`src/rtl/mbox_rx_pkg.sv`:
```
package mbox_rx_pkg;

  // Slot state codes shared with the coprocessor
  localparam logic [7:0] SLOT_IDLE  = 8'h00;
  localparam logic [7:0] SLOT_NEW   = 8'h01;
  localparam logic [7:0] SLOT_TAKEN = 8'h02;
  localparam logic [7:0] SLOT_DONE  = 8'h03;

  typedef enum logic [2:0] {
    E_IDLE,
    E_ST_RD,
    E_ST_CHK,
    E_COPY,
    E_TAIL,
    E_AUTO,
    E_WB,
    E_WB_FIN
  } seq_state_e;

endpackage

```
`src/rtl/mbox_rx_consumers.sv`:
```
module mbox_rx_consumers #(
  parameter int N_CH = 7,
  parameter int CH_W = 3
) (
  input  logic            clk,
  input  logic            rst_n,
  input  logic            set_req,
  input  logic            clr_req,
  input  logic [CH_W-1:0] chan,
  output logic [N_CH-1:0] mask,
  output logic            reject
);

  logic [N_CH-1:0] mask_q, mask_d;
  logic            rej_q, rej_d;
  logic            in_rng;

  assign in_rng = int'(chan) < N_CH;

  always_comb begin
    mask_d = mask_q;
    rej_d  = 1'b0;
    if (clr_req) begin
      for (int i = 0; i < N_CH; i++)
        if (chan == CH_W'(i)) mask_d[i] = 1'b0;
    end else if (set_req) begin
      if (!in_rng) begin
        rej_d = 1'b1;
      end else begin
        for (int i = 0; i < N_CH; i++) begin
          if (chan == CH_W'(i)) begin
            if (mask_q[i]) rej_d = 1'b1;
            else           mask_d[i] = 1'b1;
          end
        end
      end
    end
  end

  always_ff @(posedge clk or negedge rst_n) begin
    if (!rst_n) begin
      mask_q <= '0;
      rej_q  <= 1'b0;
    end else begin
      mask_q <= mask_d;
      rej_q  <= rej_d;
    end
  end

  assign mask   = mask_q;
  assign reject = rej_q;

  // a refused request leaves the registration mask as it was
  a_r8_reject_keeps_mask: assert property (@(posedge clk) disable iff (!rst_n)
    reject |-> (mask == $past(mask)));

endmodule

```
`src/rtl/mbox_rx_replies.sv`:
```
module mbox_rx_replies #(
  parameter int N_CH      = 7,
  parameter int CH_W      = 3,
  parameter int MSG_BYTES = 32,
  parameter int IDX_W     = 5
) (
  input  logic                   clk,
  input  logic                   rst_n,
  input  logic                   rep_valid,
  input  logic [CH_W-1:0]        rep_chan,
  input  logic [MSG_BYTES*8-1:0] rep_data,
  input  logic                   arm,
  input  logic                   wb_done,
  input  logic [CH_W-1:0]        cur_chan,
  input  logic [IDX_W-1:0]       rd_idx,
  output logic [7:0]             rd_byte,
  output logic [N_CH-1:0]        pend,
  output logic                   rep_err
);

  localparam int WORD_W = MSG_BYTES * 8;

  logic [WORD_W-1:0] buf_q [N_CH];
  logic [N_CH-1:0]   wait_q, wait_d, pend_q, pend_d;
  logic              err_q, err_d;
  logic              hit, accept;
  logic [WORD_W-1:0] sel_word;

  always_comb begin
    hit = 1'b0;
    for (int i = 0; i < N_CH; i++)
      if (rep_chan == CH_W'(i)) hit = wait_q[i] & ~pend_q[i];
  end

  assign accept = rep_valid & hit & (int'(rep_chan) < N_CH);

  always_comb begin
    wait_d = wait_q;
    pend_d = pend_q;
    err_d  = rep_valid & ~accept;
    for (int i = 0; i < N_CH; i++) begin
      if (arm && cur_chan == CH_W'(i))     wait_d[i] = 1'b1;
      if (accept && rep_chan == CH_W'(i))  pend_d[i] = 1'b1;
      if (wb_done && cur_chan == CH_W'(i)) begin
        wait_d[i] = 1'b0;
        pend_d[i] = 1'b0;
      end
    end
  end

  always_ff @(posedge clk or negedge rst_n) begin
    if (!rst_n) begin
      wait_q <= '0;
      pend_q <= '0;
      err_q  <= 1'b0;
    end else begin
      wait_q <= wait_d;
      pend_q <= pend_d;
      err_q  <= err_d;
    end
  end

  // Reply storage: data only, enabled by acceptance
  always_ff @(posedge clk) begin
    if (accept) buf_q[rep_chan] <= rep_data;
  end

  assign sel_word = buf_q[cur_chan];
  assign rd_byte  = sel_word[{rd_idx, 3'b000} +: 8];
  assign pend     = pend_q;
  assign rep_err  = err_q;

  // a refused reply parks nothing
  a_r9_err_adds_nothing: assert property (@(posedge clk) disable iff (!rst_n)
    rep_err |-> ($countones(pend_q) <= $countones($past(pend_q))));

  // a parked reply only exists for a channel waiting in the taken state
  a_r4_pend_needs_wait: assert property (@(posedge clk) disable iff (!rst_n)
    (pend_q & ~wait_q) == '0);

endmodule

```
`src/rtl/mbox_rx_seq.sv`:
```
module mbox_rx_seq
  import mbox_rx_pkg::*;
#(
  parameter int N_CH       = 7,
  parameter int CH_W       = 3,
  parameter int MSG_BYTES  = 32,
  parameter int IDX_W      = 5,
  parameter int ADDR_W     = 8,
  parameter int MSG_BASE   = 0,
  parameter int STATE_BASE = 224
) (
  input  logic              clk,
  input  logic              rst_n,
  input  logic              irq,
  input  logic [N_CH-1:0]   mask,
  input  logic [N_CH-1:0]   pend,
  input  logic [7:0]        wb_byte,
  input  logic [7:0]        mem_rdata,
  output logic              mem_en,
  output logic              mem_we,
  output logic [ADDR_W-1:0] mem_addr,
  output logic [7:0]        mem_wdata,
  output logic              doorbell,
  output logic              out_valid,
  output logic [CH_W-1:0]   out_chan,
  output logic [IDX_W-1:0]  out_idx,
  output logic              out_last,
  output logic              arm,
  output logic              wb_done,
  output logic [CH_W-1:0]   cur_chan,
  output logic [IDX_W-1:0]  cur_idx
);

  localparam logic [IDX_W-1:0]  LAST_IDX = IDX_W'(MSG_BYTES - 1);
  localparam logic [CH_W-1:0]   LAST_CH  = CH_W'(N_CH - 1);
  localparam logic [ADDR_W-1:0] ST_LO    = ADDR_W'(STATE_BASE);
  localparam logic [ADDR_W-1:0] ST_HI    = ADDR_W'(STATE_BASE + N_CH);

  seq_state_e       st_q, st_d;
  logic [CH_W-1:0]  ch_q, ch_d, low_ch;
  logic [IDX_W-1:0] idx_q, idx_d;
  logic             scan_q, scan_d, step;
  logic             ov_q;
  logic [CH_W-1:0]  oc_q;
  logic [IDX_W-1:0] oi_q;
  logic [ADDR_W-1:0] state_addr, msg_addr;

  assign state_addr = ST_LO + ADDR_W'(ch_q);
  assign msg_addr   = ADDR_W'(MSG_BASE) + ADDR_W'(ch_q) * ADDR_W'(MSG_BYTES)
                    + ADDR_W'(idx_q);

  // Lowest parked reply wins
  always_comb begin
    low_ch = '0;
    for (int i = N_CH - 1; i >= 0; i--)
      if (pend[i]) low_ch = CH_W'(i);
  end

  always_comb begin
    st_d      = st_q;
    ch_d      = ch_q;
    idx_d     = idx_q;
    scan_d    = scan_q | irq;
    mem_en    = 1'b0;
    mem_we    = 1'b0;
    mem_addr  = state_addr;
    mem_wdata = '0;
    doorbell  = 1'b0;
    arm       = 1'b0;
    wb_done   = 1'b0;
    step      = 1'b0;
    case (st_q)
      E_IDLE: begin
        if (scan_q) begin
          scan_d = irq;
          ch_d   = '0;
          st_d   = E_ST_RD;
        end else if (|pend) begin
          ch_d  = low_ch;
          idx_d = '0;
          st_d  = E_WB;
        end
      end
      E_ST_RD: begin
        mem_en = 1'b1;
        st_d   = E_ST_CHK;
      end
      E_ST_CHK: begin
        if (mem_rdata == SLOT_NEW) begin
          idx_d = '0;
          st_d  = E_COPY;
        end else begin
          step = 1'b1;
        end
      end
      E_COPY: begin
        mem_en   = 1'b1;
        mem_addr = msg_addr;
        idx_d    = idx_q + 1'b1;
        if (idx_q == LAST_IDX) st_d = E_TAIL;
      end
      E_TAIL: begin
        mem_en    = 1'b1;
        mem_we    = 1'b1;
        mem_wdata = SLOT_TAKEN;
        if (mask[ch_q]) begin
          arm  = 1'b1;
          step = 1'b1;
        end else begin
          st_d = E_AUTO;
        end
      end
      E_AUTO: begin
        mem_en    = 1'b1;
        mem_we    = 1'b1;
        mem_wdata = SLOT_DONE;
        doorbell  = 1'b1;
        step      = 1'b1;
      end
      E_WB: begin
        mem_en    = 1'b1;
        mem_we    = 1'b1;
        mem_addr  = msg_addr;
        mem_wdata = wb_byte;
        idx_d     = idx_q + 1'b1;
        if (idx_q == LAST_IDX) st_d = E_WB_FIN;
      end
      E_WB_FIN: begin
        mem_en    = 1'b1;
        mem_we    = 1'b1;
        mem_wdata = SLOT_DONE;
        doorbell  = 1'b1;
        wb_done   = 1'b1;
        st_d      = E_IDLE;
      end
      default: st_d = E_IDLE;
    endcase
    if (step) begin
      if (ch_q == LAST_CH) begin
        st_d = E_IDLE;
      end else begin
        ch_d = ch_q + 1'b1;
        st_d = E_ST_RD;
      end
    end
  end

  always_ff @(posedge clk or negedge rst_n) begin
    if (!rst_n) begin
      st_q   <= E_IDLE;
      ch_q   <= '0;
      idx_q  <= '0;
      scan_q <= 1'b0;
      ov_q   <= 1'b0;
      oc_q   <= '0;
      oi_q   <= '0;
    end else begin
      st_q   <= st_d;
      ch_q   <= ch_d;
      idx_q  <= idx_d;
      scan_q <= scan_d;
      ov_q   <= (st_q == E_COPY);
      oc_q   <= ch_q;
      oi_q   <= idx_q;
    end
  end

  assign out_valid = ov_q;
  assign out_chan  = oc_q;
  assign out_idx   = oi_q;
  assign out_last  = ov_q & (oi_q == LAST_IDX);
  assign cur_chan  = ch_q;
  assign cur_idx   = idx_q;

  // no state byte is ever returned to idle by this side
  a_r7_never_idle: assert property (@(posedge clk) disable iff (!rst_n)
    (mem_en && mem_we && mem_addr >= ST_LO && mem_addr < ST_HI)
      |-> (mem_wdata != SLOT_IDLE));

  // streamed bytes of one message are gapless and in index order
  a_r2_stream_contig: assert property (@(posedge clk) disable iff (!rst_n)
    (out_valid && !out_last) |=> (out_valid && out_idx == $past(out_idx) + 1'b1
                                  && out_chan == $past(out_chan)));

  // the last byte coincides with the taken-state write for that channel
  a_r3_taken_after_last: assert property (@(posedge clk) disable iff (!rst_n)
    out_last |-> (mem_en && mem_we && mem_wdata == SLOT_TAKEN
                  && mem_addr == ST_LO + ADDR_W'(out_chan)));

  // the doorbell is a single-cycle pulse
  a_r5_doorbell_pulse: assert property (@(posedge clk) disable iff (!rst_n)
    doorbell |=> !doorbell);

endmodule

```
`src/rtl/mbox_rx_engine.sv`:
```
module mbox_rx_engine #(
  parameter int N_CH       = 7,
  parameter int MSG_BYTES  = 32,
  parameter int ADDR_W     = 8,
  parameter int MSG_BASE   = 0,
  parameter int STATE_BASE = 224,
  localparam int CH_W      = $clog2(N_CH),
  localparam int IDX_W     = $clog2(MSG_BYTES)
) (
  input  logic                   clk,
  input  logic                   rst_n,
  input  logic                   irq_msg,
  input  logic                   cons_set,
  input  logic                   cons_clr,
  input  logic [CH_W-1:0]        cons_chan,
  output logic                   cons_reject,
  input  logic                   rep_valid,
  input  logic [CH_W-1:0]        rep_chan,
  input  logic [MSG_BYTES*8-1:0] rep_data,
  output logic                   rep_err,
  output logic                   out_valid,
  output logic [CH_W-1:0]        out_chan,
  output logic [IDX_W-1:0]       out_idx,
  output logic [7:0]             out_byte,
  output logic                   out_last,
  output logic                   mem_en,
  output logic                   mem_we,
  output logic [ADDR_W-1:0]      mem_addr,
  output logic [7:0]             mem_wdata,
  input  logic [7:0]             mem_rdata,
  output logic                   doorbell
);

  logic [N_CH-1:0]  mask, pend;
  logic [7:0]       wb_byte;
  logic             arm, wb_done;
  logic [CH_W-1:0]  cur_chan;
  logic [IDX_W-1:0] cur_idx;

  mbox_rx_consumers #(.N_CH(N_CH), .CH_W(CH_W)) u_cons (
    .clk     (clk),
    .rst_n   (rst_n),
    .set_req (cons_set),
    .clr_req (cons_clr),
    .chan    (cons_chan),
    .mask    (mask),
    .reject  (cons_reject)
  );

  mbox_rx_replies #(.N_CH(N_CH), .CH_W(CH_W), .MSG_BYTES(MSG_BYTES),
                    .IDX_W(IDX_W)) u_rep (
    .clk       (clk),
    .rst_n     (rst_n),
    .rep_valid (rep_valid),
    .rep_chan  (rep_chan),
    .rep_data  (rep_data),
    .arm       (arm),
    .wb_done   (wb_done),
    .cur_chan  (cur_chan),
    .rd_idx    (cur_idx),
    .rd_byte   (wb_byte),
    .pend      (pend),
    .rep_err   (rep_err)
  );

  mbox_rx_seq #(.N_CH(N_CH), .CH_W(CH_W), .MSG_BYTES(MSG_BYTES), .IDX_W(IDX_W),
                .ADDR_W(ADDR_W), .MSG_BASE(MSG_BASE),
                .STATE_BASE(STATE_BASE)) u_seq (
    .clk       (clk),
    .rst_n     (rst_n),
    .irq       (irq_msg),
    .mask      (mask),
    .pend      (pend),
    .wb_byte   (wb_byte),
    .mem_rdata (mem_rdata),
    .mem_en    (mem_en),
    .mem_we    (mem_we),
    .mem_addr  (mem_addr),
    .mem_wdata (mem_wdata),
    .doorbell  (doorbell),
    .out_valid (out_valid),
    .out_chan  (out_chan),
    .out_idx   (out_idx),
    .out_last  (out_last),
    .arm       (arm),
    .wb_done   (wb_done),
    .cur_chan  (cur_chan),
    .cur_idx   (cur_idx)
  );

  assign out_byte = mem_rdata;

endmodule

```
`config.mk`:
```
export PLATFORM = sky130hd
export DESIGN_NAME = mbox_rx_engine
export DESIGN_NICKNAME = d
export VERILOG_FILES = /design/src/rtl/mbox_rx_pkg.sv /design/src/rtl/mbox_rx_consumers.sv /design/src/rtl/mbox_rx_replies.sv /design/src/rtl/mbox_rx_seq.sv /design/src/rtl/mbox_rx_engine.sv
export SDC_FILE = /design/constraint.sdc
export NUM_CORES = 2
export LEC_CHECK = 0
export ABC_AREA = 1
export BUFFER_PORTS_ARGS = -buffer_cell sky130_fd_sc_hd__buf_2
export CAP_MARGIN = 10
export CORE_UTILIZATION = 45
export DETAILED_ROUTE_END_ITERATION = 10
export REMOVE_ABC_BUFFERS = 1
export SYNTH_ARGS = -nofsm -noshare
export SYNTH_HDL_FRONTEND = slang
export SYNTH_SLANG_ARGS = --single-unit
```
`constraint.sdc`:
```
create_clock -name clk -period 14.08 [get_ports clk]
set_input_delay 1.408 -clock clk [delete_from_list [all_inputs] [get_ports clk]]
set_output_delay 1.408 -clock clk [all_outputs]
set_load 0.1 [all_outputs]
```
==> flow_summary.ini <==
[die]
die_x_um = 408
boundaryPins = 315
dieArea_mm2 = 0.167
die_height_um = 408
fp.coreArea_mm2 = 0.163
fp-row-count = 148
initial_core_util = 0.455

[worst_setup_path]
cp-start-kind = flip-flop
critPathSlowestCell = dfrtp_4
crit_buf_inv = 5
cp_max_fo = 183
worstSetupEndpointType = output pin
crit_top_cell = nand2_1
path_class = flip-flop to output pin
crit_chain = buf_4 -> buf_4 -> buf_12 -> buf_4 -> nor2_1 -> nor2_1 -> o21ai_0 -> nand2_1 -> nand2_1 -> nand2_1 -> a21oi_1 -> nand3_1 -> nand3_1 -> nand3_1 -> nand2_1 -> nor2_1 -> buf_2
cpPeakStageDelay_ns = 0.90
cp.required_ns = 12.67
path_delay_family = buffers and inverters
cp.arrival_ns = 6.81

[synthesis]
synth_top_area_frac = 0.725
avgSynthCellArea_um2 = 12.3
yosys-top-cells-count = edfxtp_1 (1792), nand2_1 (1221), nor2_1 (760)
synthFlopType = edfxtp_1
syn_area_mm2 = 0.0742
synth.most_common_cell = edfxtp_1
ys_async_sr_fraction = 0.0240
yosys_warnings = 0
yosys.area.top_type = edfxtp_1
yosys_register_bits = 1836
synth.distinct_cells = 41
synth-edff-count = 1792
ys_seq_area_frac = 0.740
synthTopCellsByArea = edfxtp_1 (73%), nand2_1 (6.2%), o21ai_0 (4.3%)
synthCells = 6028

[routing]
drt-wirelength-per-cell_um = 23.9
ant_nets = 0
wirelength_mm = 205
drc = 0
drt_iter0_drc = 4237
vias = 48000
avgViaCountPerCell = 5.61
firstDrtPassIters = 6

[final_layout]
stdcell_area_mm2 = 0.0832
areaGrowthSynthToFinish_pct = 12.1
drive_above_1_share = 0.106
final_core_util = 0.510
finalNetCount = 6488
fill_cells = 13900

[sta]
worstMarginPinSlew_ns = 1.21
worst_slack_ns = 5.86
finalHoldViolCount = 0
min_period_over_period = 0.584
finClkSkew_ns = 0.0469
slew_violations = 0
hold_ws_ns = 0.515
fmax_mhz = 122
fin_tns_setup_ns = 0
period_minus_slack_ns = 8.22
grt_setup_unrepaired = no
relSlewSlack = 0.192
final-setup-viol-count = 0

[clock_tree]
hold_buffers = 0
cts_setup_buffers = 0
cts_tree = yes
cts_made_buffers = 187
clock_sinks = 1836
post_cts_resized = 0
clock_path_buffers = 3
cts_root_buf = clkbuf_16
clk_pin_slew_worst_paths_ns = 0.06
htree_num_levels = 4
clock_latency_ns = 0.85

[pwr]
vdd_drop_max_mv = 0.187
p_leak_nw = 29.0
powerDensity_mw_per_mm2 = 188

[place]
place_area_mm2 = 0.0770
pre_cts_slack_ns = 6.78
place.gp.congestion = 0.804
post-dp-hpwl_mm = 107
io_buffer_count = 314

[run]
drv_cap = 0

[grt]
overflow = 0
grt_pass1_vias = 45900
grt_pass1_wl_mm = 303
grt_max_degree = 194
grt_usage = 0.243
antenna_found_initial = 89

[run_status]
status = finished, final reports clean

[hold_path]
hold_class = flip-flop to flip-flop
[stage by stage]
| step | power [mW] | cells |
|---|---|---|
| global placement | 10.8 | 8191 |
| global route | 16.4 | 8545 |
| detailed placement | 10.8 | 8191 |
| finish | 15.6 | 8559 |
| CTS | 15.7 | 8533 |
| floorplan | 9.67 | 5631 |
[cell families (layout without fill, tap and decap cells)]
| group | after synthesis | after routing | share of synthesized area |
|---|---|---|---|
| DFF | 1836 | 1836 | 0.740 |
| muxes | 2 | 2 | 0.000270 |
| AOI/OAI and AO/OA | 1164 | 1164 | 0.0865 |
| other | 0 | 26 | 0 |
| buffers and inverters | 525 | 855 | 0.0367 |
| and+or+nand+nor | 2494 | 2494 | 0.135 |
| adders and majority gates | 7 | 7 | 0.00118 |
[final cells by class]
class	count	area (um2)	share of cell area
antenna	26	65.1	0.000782
tap	2175	2720	0.0327
multi-input combinational	3667	16600	0.199
clock buffer	237	4910	0.0590
sequential	1836	54900	0.660
clock inverter	105	1210	0.0145
inverter	128	572	0.00687
timing repair buffer	385	2230	0.0268
[placed cells by master, fill, tap and decap left out, drive strengths merged, types with 18 or more instances in the layout]
cell,instances
a21oi,222
buf,385
bufinv,18
clkbuf,237
clkinv,84
dfrtp,44
diode,26
edfxtp,1792
inv,129
nand2,1223
nand3,478
nor2,762
o211ai,167
o21ai,661
o22ai,93
[worst reg2reg max path: stages (launching register included)]
cell and delay (ns):
dfrtp_1 0.41, o311ai_0 0.34, nand3_1 0.12, nand2_1 0.08
nand2_1 0.05, nand2_1 0.23, nand3b_1 0.28, inv_8 0.66
buf_4 0.94, buf_4 0.86
[per-layer routing]
layer,track usage,vias to the layer above,part of all wire
met5,0,-,0.0021
li1,-,22000,-
met1,0.337,23900,0.42
met3,0.0566,379,0.082
met4,0.0682,72,0.023
met2,0.383,1734,0.47
[registers in the layout, summed over array words and instances, names as in the netlist]
name             flops
u_cons.mask          7
u_rep.wait_q         7
u_seq.out_chan       3
u_seq.out_idx        5
u_rep.pend           7
u_seq.cur_idx        5
u_seq.cur_chan       3
u_seq.scan_q         1
u_seq.out_valid      1
u_rep.buf_q       1792
u_rep.rep_err        1
u_seq.st_q           3
u_cons.reject        1
[power breakdown]
part	switching, mW	leakage, nW	internal (mW)
Sequential	0.134	16.7	6.10
Combinational	3.30	9.31	1.17
Clock	2.11	2.97	2.81
Total	5.54	29.0	10.1
[path summary, 6_finish.rpt]
path	start	to	slack, ns	cells past startpoint
max in group asynchronous	rst_n	u_seq.cur_idx[0]	12.75	2
min in group asynchronous	rst_n	u_seq.out_chan[1]	0.70	2
max reg2reg	u_rep.pend[1]	u_rep.buf_q[1][32]	9.66	9
min	u_cons.mask[0]	u_cons.mask[0]	0.52	2
min reg2reg	u_cons.mask[0]	u_cons.mask[0]	0.52	2
max	u_seq.cur_chan[0]	mem_wdata[5]	5.86	17
Note: power is estimated with default switching activity, not from simulation.
